File: config.mk
export PLATFORM = sky130hd
export DESIGN_NAME = tiny_core
export DESIGN_NICKNAME = d
export VERILOG_FILES = /design/src/rtl/tiny_core_pkg.sv /design/src/rtl/tiny_decode.sv /design/src/rtl/tiny_alu.sv /design/src/rtl/tiny_core.sv
export SDC_FILE = /design/constraint.sdc
export NUM_CORES = 1
export LEC_CHECK = 0
export ABC_AREA = 1
export BUFFER_PORTS_ARGS = -buffer_cell sky130_fd_sc_hd__buf_2
export CAP_MARGIN = 25
export CORE_UTILIZATION = 40
export DETAILED_ROUTE_END_ITERATION = 7
export HOLD_SLACK_MARGIN = 0.02
export PLACE_DENSITY = 0.64
export SLEW_MARGIN = 20
export SYNTH_ARGS = -nofsm -noshare
export SYNTH_HDL_FRONTEND = slang
export SYNTH_SLANG_ARGS = --single-unit
File: constraint.sdc
create_clock -name clk -period 5 [get_ports clk]
set_clock_uncertainty 0.2 [all_clocks]
set_input_delay 0.75 -clock clk [delete_from_list [all_inputs] [get_ports clk]]
set_output_delay 0.75 -clock clk [all_outputs]
set_load 0.03 [all_outputs]
File: src/rtl/tiny_core_pkg.sv
package tiny_core_pkg;
    localparam int DW   = 8;
    localparam int NREG = 16;
    localparam int IW   = 16;
    localparam int RIW  = $clog2(NREG);

    typedef enum logic [2:0] {ST_F0, ST_F1, ST_F2, ST_EX, ST_LD} fsm_e;

    localparam logic [3:0] OP_AND  = 4'h0;
    localparam logic [3:0] OP_OR   = 4'h1;
    localparam logic [3:0] OP_PASS = 4'h2;
    localparam logic [3:0] OP_NOTB = 4'h3;
    localparam logic [3:0] OP_ADD  = 4'h4;
    localparam logic [3:0] OP_SUB  = 4'h5;
    localparam logic [3:0] OP_ST   = 4'h6;
    localparam logic [3:0] OP_LD   = 4'h8;
    localparam logic [3:0] OP_JMP  = 4'hC;
    localparam logic [3:0] OP_JZ   = 4'hD;
    localparam logic [3:0] OP_JC   = 4'hE;
    localparam logic [3:0] OP_LI   = 4'hF;

    typedef struct packed {
        logic [3:0]     op;
        logic [RIW-1:0] ra;
        logic [RIW-1:0] rb;
        logic [RIW-1:0] rd;
        logic [DW-1:0]  imm;
    } dec_t;

    typedef struct packed {
        logic [DW-1:0] res;
        logic          carry;
        logic          zero;
    } alu_out_t;

    typedef struct packed {
        fsm_e                      fsm;
        logic [IW-1:0]             ir;
        logic                      zf;
        logic                      cf;
        logic [NREG-1:0][DW-1:0]   regs;
    } core_st_t;
endpackage

File: src/rtl/tiny_decode.sv
module tiny_decode
    import tiny_core_pkg::*;
(
    input  logic [IW-1:0] ir,
    output dec_t          dec
);
    always_comb begin
        dec.op  = ir[15:12];
        dec.ra  = ir[11:8];
        dec.rb  = ir[7:4];
        dec.rd  = ir[3:0];
        dec.imm = ir[11:4];
    end
endmodule

File: src/rtl/tiny_alu.sv
module tiny_alu
    import tiny_core_pkg::*;
(
    input  logic [3:0]    op,
    input  logic [DW-1:0] a,
    input  logic [DW-1:0] b,
    output alu_out_t      out
);
    logic [DW:0] wide;

    always_comb begin
        unique case (op)
            OP_AND:  wide = {1'b0, a & b};
            OP_OR:   wide = {1'b0, a | b};
            OP_PASS: wide = {1'b0, a};
            OP_NOTB: wide = {1'b0, ~b};
            OP_ADD:  wide = {1'b0, a} + {1'b0, b};
            OP_SUB:  wide = {1'b0, a} - {1'b0, b};
            default: wide = '0;
        endcase
        out.res   = wide[DW-1:0];
        out.carry = (op == OP_SUB) ? ~wide[DW] : wide[DW];
        out.zero  = (wide[DW-1:0] == '0);
    end
endmodule

File: src/rtl/tiny_core.sv
module tiny_core
    import tiny_core_pkg::*;
#(
    parameter int PC_REG = 3
) (
    input  logic           clk,
    input  logic           rst,
    output logic [DW-1:0]  mem_addr,
    output logic [DW-1:0]  mem_wdata,
    output logic           mem_we,
    input  logic [DW-1:0]  mem_rdata,
    input  logic [RIW-1:0] dbg_sel,
    output logic [DW-1:0]  dbg_data
);
    localparam logic [DW-1:0] PC_STEP = DW'(IW / 8);

    core_st_t st_q, st_d;
    dec_t     dec;
    alu_out_t alu;
    logic     is_alu_op;
    logic     take_branch;

    tiny_decode u_dec (
        .ir  (st_q.ir),
        .dec (dec)
    );

    tiny_alu u_alu (
        .op  (dec.op),
        .a   (st_q.regs[dec.ra]),
        .b   (st_q.regs[dec.rb]),
        .out (alu)
    );

    assign dbg_data = st_q.regs[dbg_sel];

    always_comb begin
        st_d      = st_q;
        mem_addr  = st_q.regs[PC_REG];
        mem_wdata = st_q.regs[dec.rd];
        mem_we    = 1'b0;
        is_alu_op = (dec.op <= OP_SUB);
        take_branch = (dec.op == OP_JMP) ||
                      (dec.op == OP_JZ && st_q.zf) ||
                      (dec.op == OP_JC && st_q.cf);

        unique case (st_q.fsm)
            ST_F0: begin
                st_d.fsm = ST_F1;
            end
            ST_F1: begin
                mem_addr        = st_q.regs[PC_REG] + DW'(1);
                st_d.ir[15:8]   = mem_rdata;
                st_d.fsm        = ST_F2;
            end
            ST_F2: begin
                st_d.ir[7:0]         = mem_rdata;
                st_d.regs[PC_REG]    = st_q.regs[PC_REG] + PC_STEP;
                st_d.fsm             = ST_EX;
            end
            ST_EX: begin
                st_d.fsm = ST_F0;
                if (is_alu_op) begin
                    st_d.regs[dec.rd] = alu.res;
                    st_d.zf           = alu.zero;
                    st_d.cf           = alu.carry;
                end else if (dec.op == OP_LI) begin
                    st_d.regs[dec.rd] = dec.imm;
                end else if (dec.op == OP_LD) begin
                    mem_addr = dec.imm;
                    st_d.fsm = ST_LD;
                end else if (dec.op == OP_ST) begin
                    mem_addr = dec.imm;
                    mem_we   = 1'b1;
                end else if (take_branch) begin
                    st_d.regs[PC_REG] = st_q.regs[PC_REG] + dec.imm;
                end
            end
            ST_LD: begin
                st_d.regs[dec.rd] = mem_rdata;
                st_d.fsm          = ST_F0;
            end
            default: st_d.fsm = ST_F0;
        endcase
    end

    always_ff @(posedge clk) begin
        if (rst) begin
            st_q.fsm  <= ST_F0;
            st_q.ir   <= '0;
            st_q.zf   <= 1'b0;
            st_q.cf   <= 1'b0;
            st_q.regs <= '0;
        end else begin
            st_q <= st_d;
        end
    end
endmodule

Yosys cells after proc, flatten, opt, wreduce, memory -nomap -nowiden --
Cells that the tools add are included.
Cells by class: add/subtract/negate cells 5, magnitude comparators 6, equal/unequal tests 19, mux-type cells 39, bitwise operators 4, reductions and logical operators 13
Operators by type and width (number):
- bitwise mux 128 bit | 3
- one-hot mux 96 bit (2 select lines) | 1
- binary-select mux 8 bit (select 4 bit) | 4
- two-way mux 128 bit | 1
- two-way mux 8 bit | 13
- two-way mux 96 bit | 1
- one-hot mux 9 bit (6 select lines) | 1
- one-hot mux 24 bit (2 select lines) | 1
- demux 8 bit (select 4 bit) | 1
- two-way mux 24 bit | 1
- one-hot mux 8 bit (3 select lines) | 1
- equality test 4 bit (second input constant) | 5
- < comparator 4 x 5 -> 1 bit (second input constant) | 4
- one-hot mux 8 bit (2 select lines) | 1
- equality test 4 x 3 -> 1 bit (second input constant) | 3
- != test 4 bit (second input constant) | 3
- one-hot mux 3 bit (4 select lines) | 1
- adder 8 x 8 -> 9 bit | 1
- two-way mux 3 bit | 3
- subtractor 8 x 8 -> 9 bit | 1
- adder 8 x 1 -> 8 bit (second input constant) | 1
- adder 8 x 2 -> 8 bit (second input constant) | 1
- adder 8 bit | 1
- bitwise AND 8 bit | 1
- other kinds (21) | 32
Storage, ports and cells: register bits after elaboration 149, input port bits 14, output and inout bits 25, logic and storage cells 107

Logic depth before layout (Yosys ltp) --
depth in word-level cells 10, depth in mapped cells 31, mapped depth without buffers 28

By module --
From an unflattened synthesis, not the netlist that was laid out.
Unflattened totals: cell total of the unflattened synthesis 2123, area, all modules 12401.9 um^2
Modules (own cells, without submodules):
- tiny_core | times used 1, cells each 1914, area each 11242.0 um^2, sequential area each 2982.9 um^2
- tiny_alu | times used 1, cells each 185, area each 979.7 um^2, sequential area each 0.0 um^2
- tiny_decode | times used 1, cells each 24, area each 180.2 um^2, sequential area each 0.0 um^2

Worst setup path before layout --
OpenSTA, ideal clock, no wires.
path kind register to register, start point register, netlist name st_q[134], end point register st_q[67] (netlist bit), library setup time 0.119 ns, arrival 3.292 ns, data required time 4.681 ns, path slack 1.388 ns, stages on the path, launching flop included 25, path buffers 5, period minus slack after synthesis 3.612 ns, path through dfxtp_1 buf_6 buf_6 buf_6 buf_6 nand2_1 o211ai_2 nand3_1 nand3_1 nand2_2 inv_1 ha_1 a21oi_1 xnor2_1 ha_1 a21oi_1 o21ai_0 or2_2 nand3_1 nand2_1 nor2_1 nand2_1 o22ai_2 buf_4 a21oi_1
On the way: cells in the longest elaborated chain, start to end 7, elaborated cells between the ends (all ways) 11, classes of those cells add/sub (2); mux (6); bitwise (3)
Ends and longest elaborated chain:
- binary-select mux 8 bit (select 4 bit) * | line tiny_core.sv:31 | .b (st_q.regs[dec.rb]),
- two-way mux 8 bit (not written as such) * | line tiny_core.sv:31
- subtractor 8 x 8 -> 9 bit (tied with other cells) | line tiny_alu.sv:18 | OP_SUB: wide = {1'b0, a} - {1'b0, b};
- one-hot mux 9 bit (6 select lines) * | line tiny_alu.sv:12 | unique case (op)
- bitwise mux 128 bit * | line tiny_core.sv:64 | st_d.regs[dec.rd] = alu.res;
- two-way mux 128 bit * | line tiny_core.sv:63 | if (is_alu_op) begin
- one-hot mux 96 bit (2 select lines) * | line tiny_core.sv:47 | unique case (st_q.fsm)
- end signal, assigned | line tiny_core.sv:95 | st_q <= st_d;
- end, declared | line tiny_core.sv:17 | core_st_t st_q, st_d;
Mark *: on every way between the ends. The rest lies on a longest branch, timed or not. The select of a mux whose other input is x is not followed. A chain may end at the register's enable or synchronous reset.

Final worst setup path --
start point register, netlist name st_q[134], end point register st_q[125] (netlist bit)
On the way: cells in the longest elaborated chain, start to end 7, elaborated cells between the ends (all ways) 11, classes of those cells add/sub (2); mux (6); bitwise (3)
Ends and longest elaborated chain (line):
- binary-select mux 8 bit (select 4 bit) * | tiny_core.sv:31
- two-way mux 8 bit (not written as such) * | tiny_core.sv:31
- subtractor 8 x 8 -> 9 bit (tied with other cells) | tiny_alu.sv:18
- one-hot mux 9 bit (6 select lines) * | tiny_alu.sv:12
- bitwise mux 128 bit * | tiny_core.sv:64
- two-way mux 128 bit * | tiny_core.sv:63
- one-hot mux 96 bit (2 select lines) * | tiny_core.sv:47
Marks and branches as above.

==> impl_metrics.toml <==
[global_route]
antenna_found_initial = 1
grtUsageTotal_pct = 31.9
grt_pass1_wl_um = 74900
grt_max_degree = 83
grt_pass1_vias = 12500
gr-total-overflow = 0

[sta]
tns_ps = 0
max_freq_mhz = 218
finalHoldViolCount = 0
layout_setup_ws_ps = 408
min_period_ps = 4590
setup_viol_count_final = 0
slew_headroom_pct = 29.0
tightestPinTransition_ps = 1060
rsz0062_at_grt = "false"
slew_violations = 0
finalCritPeriodShare_pct = 91.8

[critical_path]
startpoint_type = "flip-flop"
crit_fanout = 36
crit_type = "flip-flop to flip-flop"
r2r_start = "st_q[134]"
cp.required_ps = 5090
reg2reg_to = "st_q[125]"
cp_top_family = "compound AO/OA/AOI/OAI gates"
reg2reg_slack_ps = 410
cp_slowest_cell = "o22ai_2"
arrival_ps = 4680
path_cells = "buf_4 -> or2_1 -> nand3_1 -> nand3_1 -> nand3_1 -> nand2_1 -> inv_1 -> ha_1 -> a21oi_1 -> xnor2_1 -> ha_1 -> a21oi_1 -> o21ai_0 -> a21oi_1 -> nand2_1 -> nand2_1 -> nor2_1 -> nor2_2 -> nand2_1 -> o22ai_2 -> a21oi_1"
critical_path_buf_inv_count = 2
slowest_delay_ps = 650
ff2ff_path_depth = 21
cp-end-kind = "flip-flop"

[route]
num_vias = 14100
routed_wl_um = 49500
drtPass1Iterations = 8
drt_iter0_drc = 2001
via_per_inst = 6.12
wire_per_inst_um = 21.5
drtAntennaViolNets = 0
drc = 0

[worst_hold_path]
whs_path_depth = 1
min_to = "st_q[146]"
hold_class = "flip-flop to flip-flop"
min_from = "st_q[146]"

[floorplan]
fp.dieH_um = 175
fp.dieArea_mm2 = 0.0307
rows = 63
ios = 39
core_area_mm2 = 0.0296
initial_core_util_pct = 40.5
die_x_um = 175

[placement]
dpl_cell_area_mm2 = 0.0123
hpwl_um = 34800
port_buffers = 38
dp.cells = 2274
pre_cts_slack_ps = 509
globalplace.congestion = 0.984

[layout]
final_cell_mix = "nand2_1, o21ai_0, a21oi_1"
final_design_area_no_fill_mm2 = 0.0129
nets = 1940
top_register = "st_q"
reg_top3 = "st_q (149)"
post-route-util_pct = 43.5
largest_reg_flops = 149
final_common_cell = "nand2_1"
layoutNonFillerInstCount = 2307
antenna-diode-count = 0
syn_to_final_growth_pct = 7.35
drive_gt1_share_pct = 9.60

[synth]
synth_edf_count = 0
synthFlopType = "dfxtp_1"
ys_warn_count = 0
synth_top_family_by_area = "compound AO/OA/AOI/OAI gates"
syn-instance-count = 1946
synth_fp_nets = 1982
async_flop_share_pct = 0
synth_cell_types = 51
synth_mux_area_share_pct = 0.0835
synthSimpleGateAreaFrac_pct = 25.5
synth_seq_cells = 149
syn_area_per_cell_um2 = 6.16
synth_compound_area_share_pct = 33.6
synth-xor-area-share_pct = 1.17
synthesis.area_mm2 = 0.0120
synth_fa_ha_area_share_pct = 2.42
ys_seq_area_share_pct = 24.9

[clocking]
clk_latency_ps = 450
cts.clk_slew.worst_paths_ps = 70
numCtsBuffers = 17
clock_path_buffers = 2
clock_sinks = 149
post_cts_resized = 0
h-tree-depth = 4
cts-hold-fix-buffers = 0
post_cts_buffers = 0
cts_tree = "yes"
cts_root_buffer = "clkbuf_16"

[outcome]
outcome = "finished, final reports clean"

[power]
power_density_mw_per_mm2 = 303
combPwrFrac_pct = 33.2
p_seq_share_pct = 32.0
vdd_drop_max_v = 0.000257
power.switching_mw = 1.56
switching_share_pct = 39.9
intPower_mw = 2.34
leakage_nw = 5.12
clockPowerShare_pct = 34.8

[job]
cap_viol_max_count = 0
cell families after synthesis:
family	after synthesis
xor+xnor	16
mux	1
simple gates	688
buf+inv	330
flops	149
fa+ha+maj	22
compound gates	740
cell usage after synthesis (2+ instances only):
library cell | count | area [um2]
a211oi_1 | 3 | 22.5
a21oi_1 | 281 | 1410
a22oi_1 | 3 | 22.5
a31oi_1 | 3 | 18.8
buf_1 | 8 | 30.0
buf_2 | 37 | 185
buf_4 | 10 | 75.1
buf_6 | 20 | 225
clkbuf_1 | 63 | 236
clkinv_1 | 4 | 15.0
dfxtp_1 | 149 | 2980
fa_1 | 2 | 40.0
ha_1 | 20 | 250
inv_1 | 168 | 631
inv_2 | 18 | 67.6
nand2_1 | 336 | 1260
nand2_2 | 16 | 100
nand3_1 | 203 | 1020
nand3_2 | 2 | 20.0
nand4_1 | 13 | 81.3
nor2_1 | 79 | 297
nor2_2 | 8 | 50.1
nor2_4 | 4 | 45.0
nor3_1 | 4 | 20.0
nor3_2 | 3 | 30.0
o211ai_1 | 39 | 293
o21ai_0 | 303 | 1520
o21ai_1 | 36 | 180
o221ai_1 | 19 | 166
o22ai_1 | 39 | 244
o22ai_2 | 5 | 62.6
or2_0 | 3 | 18.8
or2_1 | 7 | 43.8
or2_2 | 7 | 43.8
xnor2_1 | 3 | 26.3
xor2_1 | 13 | 114
worst max-delay path by stage:
stage | end | cells past startpoint | slack (ps) | start
3_3_place_gp | st_q[117] | 21 | 590 | st_q[134]
4_1_cts | st_q[45] | 21 | 510 | st_q[134]
5_1_grt | st_q[13] | 21 | 60 | st_q[134]
2_1_floorplan | st_q[67] | 24 | 1390 | st_q[134]
3_5_place_dp | st_q[45] | 21 | 510 | st_q[134]
6_report | st_q[125] | 21 | 410 | st_q[134]
power groups by stage:
stage	sequential (mW)	clock, mW	combinational (mW)
after floorplan	1.26	0	0.917
after global placement	1.27	0	1.25
after detailed placement	1.27	0	1.25
after CTS	1.25	1.36	1.26
after global routing	1.25	1.41	1.41
final	1.25	1.36	1.29
metrics by stage:
step | power, mW | hold slack (ps)
after floorplan | 2.17 | 226
after global placement | 2.52 | 245
after detailed placement | 2.52 | 267
after CTS | 3.86 | 281
after global routing | 4.07 | 316
final | 3.90 | 278
final cells by class:
cell class,instances,area [um2]
Timing Repair Buffer,77,543
Inverter,192,724
Clock buffer,20,447
Fill cell,3148,16700
Sequential cell,149,2990
Multi-Input combinational cell,1467,7530
Clock inverter,12,145
Tap cell,390,488
routing by layer:
metal  GRT usage [%]  vias to the layer above  part of all wire [%]
li1                -                     6629                     -
met1            42.5                     6434                    41
met2            48.8                      892                    44
met3            6.74                      158                    11
met4            15.0                        2                   4.1
met5               0                        -                 0.026
No activity file was read; power rests on OpenSTA's default activity.
